==> config.mk <==
export PLATFORM = sky130hd
export DESIGN_NAME = servo_bit_decoder
export DESIGN_NICKNAME = d
export VERILOG_FILES = /design/src/rtl/svd_pkg.sv /design/src/rtl/svd_in_sync.sv /design/src/rtl/svd_width_cnt.sv /design/src/rtl/svd_decide.sv /design/src/rtl/servo_bit_decoder.sv
export SDC_FILE = /design/constraint.sdc
export NUM_CORES = 1
export LEC_CHECK = 0
export BUFFER_PORTS_ARGS = -buffer_cell sky130_fd_sc_hd__clkbuf_2
export CAP_MARGIN = 20
export CORE_MARGIN = 3
export CORE_UTILIZATION = 63
export CTS_BUF_LIST = sky130_fd_sc_hd__clkbuf_4 sky130_fd_sc_hd__clkbuf_8
export CTS_CLUSTER_SIZE = 12
export DETAILED_ROUTE_END_ITERATION = 16
export PLACE_DENSITY = 0.77
export SKIP_LAST_GASP = 1
export SYNTH_ARGS = -nofsm -noshare
export SYNTH_HDL_FRONTEND = slang
export SYNTH_SLANG_ARGS = --single-unit
==> constraint.sdc <==
create_clock -name clk -period 0.85 [get_ports clk]
set_input_delay 0.2125 -clock clk [delete_from_list [all_inputs] [get_ports clk]]
set_output_delay 0.2125 -clock clk [all_outputs]
set_load 0.01 [all_outputs]
==> src/rtl/svd_pkg.sv <==
package svd_pkg;
  // Scale a base count by a percentage, truncating.
  function automatic int unsigned pct_of(input int unsigned base, input int unsigned pct);
    return (base * pct) / 100;
  endfunction
endpackage

==> src/rtl/svd_in_sync.sv <==
module svd_in_sync (
  input  logic clk,
  input  logic rst_n,
  input  logic async_i,
  output logic level_o,
  output logic rise_o,
  output logic fall_o
);
  logic meta_q, sync_q, prev_q;
  logic meta_d, sync_d, prev_d;

  always_comb begin
    meta_d = async_i;
    sync_d = meta_q;
    prev_d = sync_q;
  end

  always_ff @(posedge clk or negedge rst_n) begin
    if (!rst_n) begin
      meta_q <= 1'b0;
      sync_q <= 1'b0;
      prev_q <= 1'b0;
    end else begin
      meta_q <= meta_d;
      sync_q <= sync_d;
      prev_q <= prev_d;
    end
  end

  assign level_o = sync_q;
  assign rise_o  = sync_q & ~prev_q;
  assign fall_o  = ~sync_q & prev_q;

  // a fall must follow a cycle in which the synchronised level was high
  a_r5_fall_after_high: assert property (@(posedge clk) disable iff (!rst_n)
    fall_o |-> $past(level_o));
endmodule

==> src/rtl/svd_width_cnt.sv <==
module svd_width_cnt #(
  parameter int unsigned CW  = 9,
  parameter int unsigned SAT = 301
) (
  input  logic          clk,
  input  logic          rst_n,
  input  logic          rise_i,
  input  logic          level_i,
  output logic [CW-1:0] cnt_o
);
  logic [CW-1:0] cnt_q, cnt_d;
  logic          cnt_en;

  always_comb begin
    cnt_en = rise_i | (level_i && (cnt_q != CW'(SAT)));
    if (rise_i)      cnt_d = CW'(1);
    else if (cnt_en) cnt_d = cnt_q + CW'(1);
    else             cnt_d = cnt_q;
  end

  always_ff @(posedge clk or negedge rst_n) begin
    if (!rst_n)      cnt_q <= '0;
    else if (cnt_en) cnt_q <= cnt_d;
  end

  assign cnt_o = cnt_q;

  a_r8_no_overflow: assert property (@(posedge clk) disable iff (!rst_n)
    cnt_q <= CW'(SAT));
  a_r8_restart_on_rise: assert property (@(posedge clk) disable iff (!rst_n)
    rise_i |=> (cnt_q == CW'(1)));
endmodule

==> src/rtl/svd_decide.sv <==
module svd_decide #(
  parameter int unsigned CW     = 9,
  parameter int unsigned LO_LIM = 140,
  parameter int unsigned HI_LIM = 160,
  parameter int unsigned MIN_W  = 50,
  parameter int unsigned MAX_W  = 300
) (
  input  logic          clk,
  input  logic          rst_n,
  input  logic          fall_i,
  input  logic [CW-1:0] cnt_i,
  output logic          bit_o,
  output logic          valid_o
);
  logic bit_q, bit_d, valid_q, valid_d;
  logic in_range, go_hi, go_lo;

  always_comb begin
    in_range = (cnt_i >= CW'(MIN_W)) && (cnt_i <= CW'(MAX_W));
    go_hi    = cnt_i > CW'(HI_LIM);
    go_lo    = cnt_i < CW'(LO_LIM);
    valid_d  = fall_i & in_range;
    bit_d    = bit_q;
    if (valid_d) begin
      if (go_hi)      bit_d = 1'b1;
      else if (go_lo) bit_d = 1'b0;
    end
  end

  always_ff @(posedge clk or negedge rst_n) begin
    if (!rst_n) begin
      bit_q   <= 1'b0;
      valid_q <= 1'b0;
    end else begin
      valid_q <= valid_d;
      if (valid_d) bit_q <= bit_d;
    end
  end

  assign bit_o   = bit_q;
  assign valid_o = valid_q;

  a_r9_strobe_single: assert property (@(posedge clk) disable iff (!rst_n)
    valid_q |=> !valid_q);
  a_r4_change_only_on_strobe: assert property (@(posedge clk) disable iff (!rst_n)
    (bit_q != $past(bit_q)) |-> valid_q);
  a_r6_r7_window: assert property (@(posedge clk) disable iff (!rst_n)
    valid_q |-> (($past(cnt_i) >= CW'(MIN_W)) && ($past(cnt_i) <= CW'(MAX_W))));
  a_r3_rise_above_hi: assert property (@(posedge clk) disable iff (!rst_n)
    $rose(bit_q) |-> ($past(cnt_i) > CW'(HI_LIM)));
  a_r3_fall_below_lo: assert property (@(posedge clk) disable iff (!rst_n)
    $fell(bit_q) |-> ($past(cnt_i) < CW'(LO_LIM)));
endmodule

==> src/rtl/servo_bit_decoder.sv <==
module servo_bit_decoder #(
  parameter int unsigned CYC_PER_MS = 50000,
  parameter int unsigned HI_PCT     = 160,
  parameter int unsigned LO_PCT     = 140,
  parameter int unsigned MIN_PCT    = 50,
  parameter int unsigned MAX_PCT    = 300
) (
  input  logic clk,
  input  logic rst_n,
  input  logic pulse_in,
  output logic bit_out,
  output logic bit_valid
);
  import svd_pkg::*;

  localparam int unsigned HI_LIM = pct_of(CYC_PER_MS, HI_PCT);
  localparam int unsigned LO_LIM = pct_of(CYC_PER_MS, LO_PCT);
  localparam int unsigned MIN_W  = pct_of(CYC_PER_MS, MIN_PCT);
  localparam int unsigned MAX_W  = pct_of(CYC_PER_MS, MAX_PCT);
  localparam int unsigned SAT    = MAX_W + 1;
  localparam int unsigned CW     = $clog2(SAT + 1);

  // reset: asynchronous assertion, synchronous release
  logic [1:0] rst_pipe_q;
  logic       rst_n_i;

  always_ff @(posedge clk or negedge rst_n) begin
    if (!rst_n) rst_pipe_q <= 2'b00;
    else        rst_pipe_q <= {rst_pipe_q[0], 1'b1};
  end
  assign rst_n_i = rst_pipe_q[1];

  logic          lvl, rise, fall;
  logic [CW-1:0] width;

  svd_in_sync u_sync (
    .clk     (clk),
    .rst_n   (rst_n_i),
    .async_i (pulse_in),
    .level_o (lvl),
    .rise_o  (rise),
    .fall_o  (fall)
  );

  svd_width_cnt #(.CW(CW), .SAT(SAT)) u_cnt (
    .clk     (clk),
    .rst_n   (rst_n_i),
    .rise_i  (rise),
    .level_i (lvl),
    .cnt_o   (width)
  );

  svd_decide #(
    .CW(CW), .LO_LIM(LO_LIM), .HI_LIM(HI_LIM), .MIN_W(MIN_W), .MAX_W(MAX_W)
  ) u_dec (
    .clk     (clk),
    .rst_n   (rst_n_i),
    .fall_i  (fall),
    .cnt_i   (width),
    .bit_o   (bit_out),
    .valid_o (bit_valid)
  );

  // outputs are quiet while the internal reset is held
  a_r10_reset_quiet: assert property (@(posedge clk)
    !rst_n_i |=> (!bit_out && !bit_valid));
endmodule

==> results by group, run 1 <==
Status
  – Status: aborted with a tool error
  – Failed at: clock tree synthesis
  – Tool Error: [ERROR DPL-0038] Utilization greater than 100%, impossible to legalize

CTS
  – Clk sinks: 25
  – H-tree depth: 1
  – Root Driver: clkbuf_4
  – Post-CTS setup buffers: 5
  – Post-CTS Resized: 26
  – CTS Hold Bufs: 2
  – TritonCTS buffer count: 3
  – CTS max path bufs: 2

Synth
  – Synth cell count leaders: 25 x dfrtp_1, 19 x nor2_1, 16 x nand2_1
  – Count leader, synth: dfrtp_1
  – Unique cell type count in the Yosys netlist: 38
  – Synth Net Count: 159
  – Syn. warnings: 0
  – Cell Area, Synth: 1395 sq um
  – EDFF count, synth: 0
  – Syn Area/Cell: approximately 9 sq um
  – Area leader, netlist: dfrtp_1
  – Area contributors post-synth: dfrtp_1 45%, xnor2_1 5.7%, nor2_1 5.1%
  – Ys async rst share: between 90% and 100%
  – Synth Instances: 153
  – Sequential area share after synthesis: around 45%
  – Share of the synthesized area in the top cell type: roughly 45%
  – Synthesized flop and latch total: 25
  – Post-synth top flop: dfrtp_1

Placed design
  – Placed insts: approximately 230
  – Placer Congestion: between 1 and 1.5
  – Place WS: -1159 ps
  – DP HPWL: 3477 microns
  – Area post-placement: 1889 sq um
  – Port Buffers: 4

Floorplan
  – Number of core rows: 16
  – Die Wd: between 50 and 60 microns
  – Die H: around 53 microns
  – Initial core utilization: about 69%
  – Num ports: 5
## metrics by stage
step / utilization (%) / TNS [ps]
3_5_place_dp: 93.44 / -15680
2_1_floorplan: - / -11720
3_3_place_gp: 93.44 / -14300
## cells by family after synthesis
family	count (synthesis)	synth area share [%]
AND/OR/NAND/NOR	73	27.53
flip-flops	25	44.84
AO/OA/AOI/OAI	20	10.13
buffers and inverters	16	4.574
XOR/XNOR	13	8.161
adder cells (fa/ha/maj)	3	2.691
multiplexers	2	1.793
other	1	0.2688
==> inputs of run 2 (changes only) <==
--- a/config.mk
+++ b/config.mk
@@ -7,12 +7,10 @@
 export LEC_CHECK = 0
 export BUFFER_PORTS_ARGS = -buffer_cell sky130_fd_sc_hd__clkbuf_2
 export CAP_MARGIN = 20
-export CORE_MARGIN = 3
-export CORE_UTILIZATION = 63
-export CTS_BUF_LIST = sky130_fd_sc_hd__clkbuf_4 sky130_fd_sc_hd__clkbuf_8
-export CTS_CLUSTER_SIZE = 12
+export CORE_AREA = 3 3 64 66
 export DETAILED_ROUTE_END_ITERATION = 16
-export PLACE_DENSITY = 0.77
+export DIE_AREA = 0 0 67 69
+export PLACE_DENSITY_LB_ADDON = 0.15
 export SKIP_LAST_GASP = 1
 export SYNTH_ARGS = -nofsm -noshare
 export SYNTH_HDL_FRONTEND = slang
==> results by group, run 2 <==
STA
  – Hold Vio Cnt, Final: 0
  – Max-slew violation count: 0
  – RSZ-0062 raised after global routing: yes
  – Final min period: between 2000 and 2500 ps
  – Final WS setup: -1162 ps
  – Max Freq: between 400 and 500 MHz
  – Skew final: around 1.5 ps
  – Fin crit share: 236.7%
  – Finish-stage setup viols: 22

CTS
  – Clock Latency Late Sink: around 270 ps
  – Clock slew at reported path FFs: about 90 ps
  – H-tree depth: 1
  – CTS tree: done
  – CTS max path bufs: 2
  – Root Driver: clkbuf_8
  – Clk sinks: 25
  – TritonCTS buffer count: 3

Finish
  – Antenna cells: 0
  – Most common cell after layout, fill and taps aside: buf_4
  – Number of flip-flops in the largest register: 18
  – Post-layout nets: between 200 and 250
  – Area Growth Syn to Fin: 54.35%
  – Commonest cells after routing, fill and taps aside: 48 x buf_4, 25 x dfrtp_1, 16 x nor2_1
  – Layout cells sized above 1: about 44%
  – Fin util: 59.26%

Floorplan
  – Initial core utilization: between 30% and 40%
  – Die Wd: around 67 microns
  – Number of core rows: 22
  – Die ar.: 4623 sq um
  – Num ports: 5
  – Die H: between 60 and 70 microns
  – Core area: 3633 sq um

Routing
  – Vias/cell: 5.101
  – 1st-iter DRT viols: ~110
  – DR WL/cell: approximately 14 microns
  – DRC viols: 0
  – TritonRoute pass-1 iters: 4
  – Antenna-violating nets left: 0
  – Routed vias: 1311
  – Routed wire length: about 3700 microns

Power
  – P_leak: between 0.9 and 1 nW
  – Total Power: about 2.9 mW
  – Power per cell area: roughly 1300 nW/um^2
  – Max rail drop VDD: 1.061 mV

Synth
  – Area contributors post-synth: dfrtp_1 45%, xnor2_1 5.7%, nor2_1 5.1%
  – Synth cell count leaders: 25 x dfrtp_1, 19 x nor2_1, 16 x nand2_1
  – Sequential area share after synthesis: roughly 45%
  – Synthesized flop and latch total: 25
  – Post-synth top flop: dfrtp_1
  – Ys async rst share: 100.0%
  – Syn Area/Cell: a little over 9 sq um
  – EDFF count, synth: 0
  – Area leader, netlist: dfrtp_1
  – Syn. warnings: 0
  – Count leader, synth: dfrtp_1
  – Synth Instances: around 150
  – Synth Net Count: 159
  – Unique cell type count in the Yosys netlist: 38
  – Share of the synthesized area in the top cell type: between 40% and 50%
  – Cell Area, Synth: 1395 sq um

Status
  – Violated checks: setup timing
  – Status: finished with violations

Global routing
  – Global-route wire length before repair: around 6500 microns
  – Initial antenna violation count: 0
  – GRT Util Overall: around 18%
  – Number of global-route vias before repair: ~1400
  – Largest net degree at the start of global routing: 16
  – GRT overflow: 0

Critical path
  – R2R cell count: 4
  – Setup crit end kind: register
  – Critical R2R Launch: u_cnt.cnt_o[3]
  – Reg-to-reg slack, setup: -1160 ps
  – Max FO, Critical Path: 2
  – Startpoint types: register
  – Req. time, crit path: 1010 ps
  – Type of the worst setup path: reg -> reg
  – Critical Path AT: ~2200 ps
  – R2r endpoint: u_dec.bit_o

Worst hold path
  – Min-delay worst type: in -> reg
  – Hold Crit Endpoint: u_sync.meta_q
  – Hold-critical path depth: 1
  – Worst min-delay path startpoint: pulse_in

Placed design
  – Port Buffers: 4
  – Placer Congestion: around 0.86
  – DP HPWL: approximately 2700 microns

Job
  – Max Cap Viol: 0
run 2: cell counts after synthesis:
Identical to the previous run, type by type.
run 2: cell type report:
cell class / count / area (sq um)
tap: 48 / 60.06
inverter: 6 / 22.52
clock inverter: 1 / 5.005
clock buffer: 3 / 41.29
fill: 335 / 1480
sequential: 25 / 625.6
multi-input combinational: 112 / 900.9
timing repair buffer: 62 / 498.0
run 2: cells by family (layout without fill, tap and decap cells):
| logic type | count (synthesis) | after routing | synth area share (%) |
|---|---|---|---|
| other | 1 | 1 | 0.2688 |
| multiplexers | 2 | 2 | 1.793 |
| AO/OA/AOI/OAI | 20 | 20 | 10.13 |
| adder cells (fa/ha/maj) | 3 | 3 | 2.691 |
| buffers and inverters | 16 | 72 | 4.574 |
| flip-flops | 25 | 25 | 44.84 |
| AND/OR/NAND/NOR | 73 | 73 | 27.53 |
| XOR/XNOR | 13 | 13 | 8.161 |
run 2: critical path, stage by stage, from the launching register on:
cell and delay (ps):
dfrtp_1 380, or4_4 570, or4_4 450, a21oi_4 190, mux2_4 310
run 2: where the power goes:
| part | switching (mW) | total, mW | internal, mW |
|---|---|---|---|
| sequential | 0.0532 | 1.32 | 1.27 |
| combinational | 0.409 | 0.831 | 0.422 |
| clock | 0.382 | 0.710 | 0.328 |
| total | 0.844 | 2.86 | 2.02 |
run 2: per-stage QoR:
step	setup slack [ps]	hold WS [ps]	area [sq um]	TNS [ps]	cells
after floorplan	-1150	-83.09	1519	-11720	153
after global placement	-1124	-1.916	1896	-14590	245
final	-1162	43.34	2153	-17030	257
after global routing	-1213	28.12	2153	-18450	257
after detailed placement	-1169	3.290	1896	-15150	245
after CTS	-1174	39.08	2095	-16460	255
run 2: repair_timing:
item	4_1_cts	5_1_grt
buffers inserted	6	2
endpoints found under the setup margin	22	22
pin swaps	15	13
hold buffers	1	0
endpoints found under the hold margin	2	0
gates resized for setup	21	8
gates cloned	0	0
run 2: how the worst max path moves through the flow:
stage / from / endpoint / slack [ps] / depth (start not counted)
2_1_floorplan: u_cnt.cnt_o[0] / u_dec.bit_o / -1150 / 4
3_3_place_gp: u_cnt.cnt_o[0] / u_dec.bit_o / -1120 / 4
3_5_place_dp: u_cnt.cnt_o[0] / u_dec.bit_o / -1170 / 4
4_1_cts: u_cnt.cnt_o[0] / u_dec.bit_o / -1170 / 4
5_1_grt: u_cnt.cnt_o[3] / u_dec.bit_o / -1210 / 5
6_report: u_cnt.cnt_o[3] / u_dec.bit_o / -1160 / 4
run 2: per-layer routing:
| layer | track usage (%) | part of all wire [%] | up-vias |
|---|---|---|---|
| met5 | 0 | 0 | - |
| met4 | 6.532 | 0.65 | 0 |
| met3 | 1.954 | 3.2 | 2 |
| met2 | 29.48 | 53 | 26 |
| met1 | 24.40 | 43 | 643 |
| li1 | - | - | 640 |
Note: power is estimated with default switching activity, not from simulation.
